--- config.mk ---
export PLATFORM = sky130hd
export DESIGN_NAME = keyed_watchdog
export DESIGN_NICKNAME = d
export VERILOG_FILES = /design/src/rtl/wd_pkg.sv /design/src/rtl/wd_key_seq.sv /design/src/rtl/wd_prescale.sv /design/src/rtl/wd_timebase.sv /design/src/rtl/keyed_watchdog.sv
export SDC_FILE = /design/constraint.sdc
export NUM_CORES = 1
export LEC_CHECK = 0
export ABC_AREA = 1
export BUFFER_PORTS_ARGS = -buffer_cell sky130_fd_sc_hd__clkbuf_2
export CORE_MARGIN = 2
export CORE_UTILIZATION = 45
export DETAILED_ROUTE_END_ITERATION = 8
export SLEW_MARGIN = 5
export SYNTH_ARGS = -nofsm -noshare
export SYNTH_HDL_FRONTEND = slang
export SYNTH_HIERARCHICAL = 1
export SYNTH_SLANG_ARGS = --single-unit
--- constraint.sdc ---
create_clock -name clk -period 4.22 [get_ports clk]
set_clock_uncertainty 0.05 [all_clocks]
set_input_delay 0 -clock clk [delete_from_list [all_inputs] [get_ports clk]]
set_output_delay 0 -clock clk [all_outputs]
set_load 0.005 [all_outputs]
--- src/rtl/wd_pkg.sv ---
package wd_pkg;
   localparam logic [7:0] DEF_KEY_OPEN  = 8'h55;
   localparam logic [7:0] DEF_KEY_CLOSE = 8'hAA;

   typedef enum logic {
      KEY_IDLE  = 1'b0,
      KEY_ARMED = 1'b1
   } key_state_e;
endpackage

--- src/rtl/wd_key_seq.sv ---
module wd_key_seq
   import wd_pkg::*;
#(
   parameter int KEY_W = 8,
   parameter logic [KEY_W-1:0] KEY_OPEN  = KEY_W'(DEF_KEY_OPEN),
   parameter logic [KEY_W-1:0] KEY_CLOSE = KEY_W'(DEF_KEY_CLOSE)
) (
   input  logic             clk,
   input  logic             rst_n,
   input  logic             we,
   input  logic [KEY_W-1:0] data,
   output logic             restart
);
   key_state_e state_q;

   // Restart is taken at the closing write itself.
   assign restart = we && (data == KEY_CLOSE) && (state_q == KEY_ARMED);

   always_ff @(posedge clk) begin
      if (!rst_n) begin
         state_q <= KEY_IDLE;
      end else if (we) begin
         // Only the opening key arms; closing key and anything else disarm.
         state_q <= (data == KEY_OPEN) ? KEY_ARMED : KEY_IDLE;
      end
   end
endmodule

--- src/rtl/wd_prescale.sv ---
module wd_prescale #(
   parameter int PS_EXP = 9
) (
   input  logic clk,
   input  logic rst_n,
   input  logic clr,
   input  logic bypass,
   input  logic step_in,
   output logic step_out
);
   generate
      if (PS_EXP == 0) begin : g_none
         assign step_out = step_in;
      end else begin : g_div
         logic [PS_EXP-1:0] div_q;

         always_ff @(posedge clk) begin
            if (!rst_n) begin
               div_q <= '0;
            end else if (clr) begin
               div_q <= '0;
            end else if (step_in && !bypass) begin
               div_q <= div_q + 1'b1;
            end
         end

         assign step_out = step_in && (bypass || (&div_q));
      end
   endgenerate
endmodule

--- src/rtl/wd_timebase.sv ---
module wd_timebase #(
   parameter int BASE_EXP = 9,
   parameter int STEP_EXP = 2,
   parameter int SEL_W    = 2,
   localparam int NSEL    = 1 << SEL_W,
   localparam int CNT_W   = BASE_EXP + STEP_EXP * (NSEL - 1)
) (
   input  logic             clk,
   input  logic             rst_n,
   input  logic             clr,
   input  logic             adv,
   input  logic [SEL_W-1:0] sel,
   output logic             expire
);
   logic [CNT_W-1:0] count_q;
   logic [CNT_W-1:0] lim_tab [NSEL];
   logic             at_lim;

   generate
      for (genvar g = 0; g < NSEL; g++) begin : g_lim
         assign lim_tab[g] = CNT_W'((64'd1 << (BASE_EXP + STEP_EXP * g)) - 64'd1);
      end
   endgenerate

   assign at_lim = (count_q == lim_tab[sel]);

   always_ff @(posedge clk) begin
      if (!rst_n) begin
         count_q <= '0;
         expire  <= 1'b0;
      end else begin
         expire <= 1'b0;
         if (clr) begin
            count_q <= '0;
         end else if (adv) begin
            if (at_lim) begin
               count_q <= '0;
               expire  <= 1'b1;
            end else begin
               count_q <= count_q + 1'b1;
            end
         end
      end
   end
endmodule

--- src/rtl/keyed_watchdog.sv ---
module keyed_watchdog
   import wd_pkg::*;
#(
   parameter int KEY_W    = 8,
   parameter logic [KEY_W-1:0] KEY_OPEN  = KEY_W'(DEF_KEY_OPEN),
   parameter logic [KEY_W-1:0] KEY_CLOSE = KEY_W'(DEF_KEY_CLOSE),
   parameter int BASE_EXP = 9,
   parameter int STEP_EXP = 2,
   parameter int SEL_W    = 2,
   parameter int PS_EXP   = 9,
   localparam int CNT_W   = BASE_EXP + STEP_EXP * ((1 << SEL_W) - 1)
) (
   input  logic             clk,
   input  logic             rst_n,
   input  logic             mode_strap,
   input  logic             wd_enable,
   input  logic             frz_stop_en,
   input  logic             freeze,
   input  logic             lp_stop,
   input  logic             tick,
   input  logic             svc_we,
   input  logic [KEY_W-1:0] svc_data,
   input  logic             ctl_we,
   input  logic             ctl_prescale,
   input  logic [SEL_W-1:0] ctl_tsel,
   output logic             rst_req
);
   generate
      if (BASE_EXP < 1)         begin : g_bad_base  $error("BASE_EXP must be at least 1");  end
      if (STEP_EXP < 0)         begin : g_bad_step  $error("STEP_EXP must not be negative"); end
      if (PS_EXP < 0)           begin : g_bad_ps    $error("PS_EXP must not be negative");   end
      if (CNT_W > 62)           begin : g_bad_cnt   $error("count width too large");        end
      if (KEY_OPEN == KEY_CLOSE) begin : g_bad_key  $error("keys must differ");             end
   endgenerate

   logic             presc_q;
   logic [SEL_W-1:0] tsel_shadow_q;
   logic [SEL_W-1:0] tsel_act_q;
   logic             restart;
   logic             run;
   logic             clr;
   logic             step;

   wd_key_seq #(
      .KEY_W    (KEY_W),
      .KEY_OPEN (KEY_OPEN),
      .KEY_CLOSE(KEY_CLOSE)
   ) u_key (
      .clk    (clk),
      .rst_n  (rst_n),
      .we     (svc_we),
      .data   (svc_data),
      .restart(restart)
   );

   // Control state: prescaler bit reset from strap, select shadowed until restart.
   always_ff @(posedge clk) begin
      if (!rst_n) begin
         presc_q       <= ~mode_strap;
         tsel_shadow_q <= '0;
         tsel_act_q    <= '0;
      end else begin
         if (ctl_we) begin
            presc_q       <= ctl_prescale;
            tsel_shadow_q <= ctl_tsel;
         end
         if (restart) begin
            tsel_act_q <= tsel_shadow_q;
         end
      end
   end

   assign run = wd_enable && tick && !lp_stop && !(freeze && frz_stop_en);
   assign clr = restart || !wd_enable;

   wd_prescale #(
      .PS_EXP(PS_EXP)
   ) u_pre (
      .clk     (clk),
      .rst_n   (rst_n),
      .clr     (clr),
      .bypass  (~presc_q),
      .step_in (run),
      .step_out(step)
   );

   wd_timebase #(
      .BASE_EXP(BASE_EXP),
      .STEP_EXP(STEP_EXP),
      .SEL_W   (SEL_W)
   ) u_time (
      .clk   (clk),
      .rst_n (rst_n),
      .clr   (clr),
      .adv   (step),
      .sel   (tsel_act_q),
      .expire(rst_req)
   );
endmodule

==> summary.txt, run 1 <==
Route
  • # DRC: 0
  • Vias post-DR: 1608
  • Via density: approximately 4.7
  • Drt pass-1 iters: 4
  • ANT nets after route: 0
  • WL per Instance: just under 10 µm
  • WL final: 3370 µm
  • First DRT Iteration DRCs: 173

Clock tree
  • Clock Tree Buf Depth: 2
  • Reg clk slew, reported paths: 0.07 ns
  • Worst skew pair latency: 0.28 ns
  • CTS Buf Count: 5
  • Setup Buffers After CTS: 0
  • TritonCTS clock tree: built
  • H-tree levels: 2
  • Clk root buf: clkbuf_8
  • # clock sinks: 31

Floorplanning
  • Die height: roughly 66 µm
  • Starting Density: 46.8%
  • Cell row count: 22
  • CORE AREA: ~0.0037 mm²
  • Die area: around 0.0043 mm²
  • Chip width: ~66 µm
  • I/O pin cnt: 22

Layout
  • Final nets: 318
  • Most frequent cells in the layout: 61 x nand2_1, 55 x nor2_1, 30 x inv_1, 30 x dfxtp_1, 21 x clkbuf_2
  • Share of cells above drive strength 1: 18.0%
  • Most common cell after layout, fill and taps aside: nand2_1
  • Post-layout util: 56.0%
  • Area Growth Syn to Fin: 19.6%
  • Fin cells: 343
  • ANT cells: 0

Run
  • Max-capacitance violation count: 0

Global route
  • GRT Resource Usage Total: 18.5%
  • First-pass GRT wire length: 6250 µm
  • Vias in the first global route: 1499
  • Largest net degree at the start of global routing: 11
  • Initial antenna violation count: 0
  • Grt total ovfl: 0

Synth
  • Yosys reg bits: 31
  • Syn avg cell area: 6.72 µm²
  • Synthesized area: 0.00173 mm²
  • Synth top area share: between 30% and 40%
  • Synth area leader: dfxtp_1
  • Library cells used by synthesis: 28
  • Largest cells by area after synthesis: dfxtp_1 35%, nand2_1 13%, nor2_1 12%
  • Syn_nets: 281
  • Seq/Total Area, Yosys: between 30% and 40%
  • Syn Inst Count: 257
  • Yosys Warn Count: 6

Critical path
  • Worst Path Required: roughly 4.4 ns
  • RR Startpoint: u_pre/g_div.div_q[0]
  • FF-to-FF path depth: 12
  • Worst setup SP type: flip-flop
  • RR Endpoint: u_time/count_q[12]
  • CP Capture Type: flip-flop
  • Worst Path Max Fanout: 6
  • Flop2flop setup slack: 1.70 ns
  • Critical path launch point: u_pre/g_div.div_q[0]
  • Kind of critical path: reg -> reg
  • Critical path arrival: between 2 and 3 ns

STA
  • Crit share post-route: 59.8%
  • RSZ-0062 raised after global routing: false
  • Slew @ Worst Pin: 0.547 ns
  • Min Tclk post-route: ~2.5 ns
  • Final setup viols: 0
  • Relative slew margins: 63.4%
  • Upper clock frequency limit: a little under 400 MHz
  • Max Slew Vio Count: 0
  • Setup TNS: 0 ns
  • Final Hold Violating Endpoints: 0

Power
  • P_leak: 0.812 nW
  • Final Power: 0.566 mW
  • Worst vdd ir: 173 µV
  • Pwr/cell area: 274 mW/mm²

Worst hold path
  • Hold Path Sink: tsel_act_q[1]
  • Hold Crit Depth: 3
  • Worst min path class: in -> reg
  • Hold wc startpoint: rst_n

Place
  • Placed instance count: 325
  • IO buf count: 21
  • GPL Wtd Cong: 0.825
  • Detailed placement HPWL: ~2600 µm

Outcome
  • Status: completed
per-stage QoR:
step	hold WS [ns]	instance area, µm²	worst slack [ns]
5_1_grt	0.0244	2070	1.32
6_report	0.00149	2070	1.70
3_5_place_dp	0.169	1880	1.73
2_1_floorplan	0.0342	1730	2.20
3_3_place_gp	0.167	1880	1.78
4_1_cts	0.00109	2070	1.70
cells in the mapped netlist (all sizes together):
cell and instances:
mux2i 1, buf 1, a31oi 1, nand4 8, a21oi 6, nor3 4, nand3 16, nor2 65
nand2 69, o21ai 6, edfxtp 1, inv 34, xor2 4, ha 3, dfxtp 30, xnor2 4
nor3b 2, o21bai 1, nor4 1
timing repair:
item                                    CTS  global route
endpoints found under the setup margin    0             0
gates resized for setup                   0             0
hold endpoints to repair                  4             0
hold buffers                             10             0
power breakdown:
| group | leakage, nW | internal (mW) | switching [mW] |
|---|---|---|---|
| sequential | 0.253 | 0.298 | 0.00158 |
| clock | 0.0422 | 0.116 | 0.107 |
| combinational | 0.517 | 0.0211 | 0.0232 |
| total | 0.812 | 0.434 | 0.132 |
how the worst max path moves through the flow:
stage	end
floorplan	u_time/count_q[12]
global placement	u_time/count_q[12]
detailed placement	u_time/count_q[12]
CTS	u_time/count_q[12]
global route	u_time/count_q[12]
finish	u_time/count_q[12]
registers in the layout, indices dropped and copies added, names as in the netlist:
signal	flops
u_time/expire	1
presc_q	1
u_time/count_q	15
tsel_act_q	2
u_key/state_q	1
u_pre/g_div.div_q	9
tsel_shadow_q	2
worst max-delay path, stage by stage (launching register included):
cell and delay [ns]:
dfxtp_1 0.38, ha_1 0.23, inv_1 0.11, nor4_1 0.31, ha_1 0.20, nor2_1 0.04
nor2_1 0.43, nand2_2 0.13, nor2_2 0.18, nand2_1 0.11, nor2_1 0.09, nand2_1 0.06
a21oi_1 0.14
cells by family after synthesis:
logic type,after synthesis,share of synthesized area [%]
buffers and inverters,35,7.83
adders and majority gates,3,2.17
AOI/OAI and AO/OA,14,4.49
DFF,31,36.5
xor gates and xnor gates,8,4.06
and+or+nand+nor,165,44.3
muxes,1,0.580
area by class of cell:
class	instances	area, µm²
fillers	384	1620
multi-input cells	191	961
flip-flops and latches	31	631
repair buffers	31	205
inverters	34	128
clock buffers	7	76.3
well taps	48	60.1
clock inverters	1	5.00
layer usage:
layer	vias to the layer above	GRT usage [%]	wire, µm	part of all wire (%)
met5	-	0	0	0
met4	0	6.12	44	1.3
met3	5	4.09	119	3.5
met2	23	30.3	1450	43
met1	702	24.0	1760	52
li1	878	-	-	-
Note: power is estimated with default switching activity, not from simulation.
==> run 2, diff against run 1 <==
Clock period 4.22 ns to 2.6 ns, I/O delays scaled along.
==> summary.txt, run 2 (synthesis gave the netlist of run 1 again) <==
Layout
  • Largest register by flop count: u_time/count_q
  • # fillers: 390 (+1.6%)
  • Share of cells above drive strength 1: 18.5% (+0.49 points)
  • Final nets: 321 (+0.94%)
  • Reg area: 631 µm² (unchanged)
  • Most frequent cells in the layout: 61 x nand2_1, 55 x nor2_1, 30 x inv_1, 30 x dfxtp_1, 21 x clkbuf_2
  • Top flop regs: u_time/count_q x15, u_pre/g_div.div_q x9
  • ANT cells: 0 (unchanged)
  • Most common cell after layout, fill and taps aside: nand2_1
  • Area Growth Syn to Fin: 22.3%
  • Max reg flops: 15 (unchanged)
  • Multi-input gate area: 961 µm² (unchanged)

Worst hold path
  • Worst min path class: in -> reg
  • Hold Crit Depth: 5 (+2)
  • Hold wc startpoint: svc_data[6]

Global route
  • First-pass GRT wire length: 6350 µm (+1.6%)
  • Largest net degree at the start of global routing: 11 (unchanged)
  • Vias in the first global route: 1520 (+1.4%)
  • GRT Resource Usage Total: 18.6% (+0.14 points)
  • Grt total ovfl: 0 (unchanged)
  • Initial antenna violation count: 0 (unchanged)

Power
  • Pwr/cell area: 460 mW/mm² (+68%)
  • P_leak: 0.834 nW (+2.8%)
  • Worst vdd ir: 336 µV (+95%)

STA
  • Slew @ Worst Pin: 0.327 ns (-0.220 ns)
  • Crit share post-route: 91.0%
  • Upper clock frequency limit: 423 MHz
  • Final Hold Violating Endpoints: 0 (unchanged)
  • Final setup viols: 0 (unchanged)
  • Max Slew Vio Count: 0 (unchanged)
  • Relative slew margins: 78.1% (+15 points)
  • Hold WS: 0.00489 ns (+0.00341 ns)
  • Setup WS post-layout: 0.234 ns (-1.46 ns)
  • RSZ-0062 raised after global routing: false
  • Min Tclk post-route: 2.37 ns
  • Setup TNS: 0 ns (unchanged)

Critical path
  • Critical path arrival: 2.48 ns (-0.20 ns)
  • Kind of critical path: in -> reg
  • CP Capture Type: flip-flop
  • Slowest cell on the critical path: dlygate4sd3_1
  • Slowest stage delay, CP: 0.56 ns (+0.13 ns)
  • Worst Path Max Fanout: 1 (-5)
  • RR Startpoint: u_pre/g_div.div_q[0]
  • CP dominant cell by count: dlygate4sd3_1
  • CP cell instances: dlygate4sd3_1, clkbuf_2, inv_1, nand2_1, dlygate4sd3_1, nand2_1, dlygate4sd3_1, nor2_1, dlygate4sd3_1
  • Worst Path Required: 2.71 ns (-1.67 ns)
  • Critical path launch point: ctl_tsel[1]
  • FF-to-FF path depth: 12 (unchanged)
  • Worst setup SP type: input port

Floorplanning
  • Cell row count: 22 (unchanged)
  • CORE AREA: 0.00369 mm² (unchanged)
  • Chip width: 65.9 µm (unchanged)
  • Starting Density: 46.8% (unchanged)
  • I/O pin cnt: 22 (unchanged)
  • Die area: 0.00435 mm² (unchanged)
  • Die height: 65.9 µm (unchanged)

Clock tree
  • Setup Buffers After CTS: 0 (unchanged)
  • Clock Tree Buf Depth: 2 (unchanged)
  • H-tree levels: 2 (unchanged)
  • Reg clk slew, reported paths: 0.06 ns (about the same)
  • # clock sinks: 31 (unchanged)
  • TritonCTS clock tree: built
  • Clk root buf: clkbuf_8
  • Post-cts sizing count: 0 (unchanged)
  • Worst skew pair latency: 0.27 ns (about the same)
  • CTS Buf Count: 5 (unchanged)

Outcome
  • Status: completed

Place
  • GPL Wtd Cong: 0.804 (-2.6%)
  • IO buf count: 21 (unchanged)
  • Pre-CTS WS: 0.370 ns (-1.36 ns)
  • Detailed placement HPWL: 2550 µm (-0.41%)

Run
  • Max-capacitance violation count: 0 (unchanged)

Route
  • Via density: 4.58 (-2.3%)
  • First DRT Iteration DRCs: 37 (-79%)
  • WL per Instance: 9.93 µm (+0.95%)
  • # DRC: 0 (unchanged)
  • ANT nets after route: 0 (unchanged)
  • Drt pass-1 iters: 4 (unchanged)
  • WL final: 3440 µm (+1.8%)
  • Vias post-DR: 1584 (-1.5%)
[run 2: cell types whose count changed in the layout (fill, tap and decap cells not counted), sizes merged]
cell and change:
clkbuf +1, dlygate4sd3 +2, clkinv -1, buf +1
[run 2: layer usage]
metal  up-vias  track usage, %  wire length [µm]
li1        880               -                 -
met1       683            24.2              1720
met2        17            31.6              1590
met3         4            4.77               103
met4         0            3.06                20
met5         -               0                 0
[run 2: where the power goes]
group / total [mW] / internal [mW] / leakage (nW) / switching, mW
sequential: 0.485 / 0.483 / 0.253 / 0.00237
combinational: 0.0754 / 0.0371 / 0.530 / 0.0383
clock: 0.410 / 0.241 / 0.0515 / 0.169
[run 2: area by class of cell]
class / count / area share [%]
clock buffer: 8 / 4.74
inverter: 34 / 6.04
multi-input combinational: 191 / 45.5
sequential: 31 / 29.9
tap: 48 / 2.84
timing repair buffer: 34 / 11.0
[run 2: final timing paths]
kind / end / slack (ns)
worst max-delay path: tsel_shadow_q[1] / 0.23
worst min-delay path: u_key/state_q / 0.005
worst max register to register: u_time/count_q[12] / 0.36
worst min register to register: u_pre/g_div.div_q[8] / 0.45
[run 2: critical path, delay by kind of cell]
kind	cells	cell delay, ns
buffers and inverters	6	2.34
AND/OR/NAND/NOR	3	0.14
[run 2: repair_timing]
action,in CTS,in global routing
hold buffers,12,0
setup endpoints to repair,0,0
hold endpoints to repair,5,0
[run 2: through the flow]
stage	power [mW]	std cells	utilization (%)	cell area, µm²
4_1_cts	0.990	346	57.3	2110
2_1_floorplan	0.530	257	-	1730
6_report	0.971	346	57.3	2110
5_1_grt	1.02	346	57.3	2110
3_3_place_gp	0.556	326	51.3	1890
3_5_place_dp	0.556	326	51.3	1890
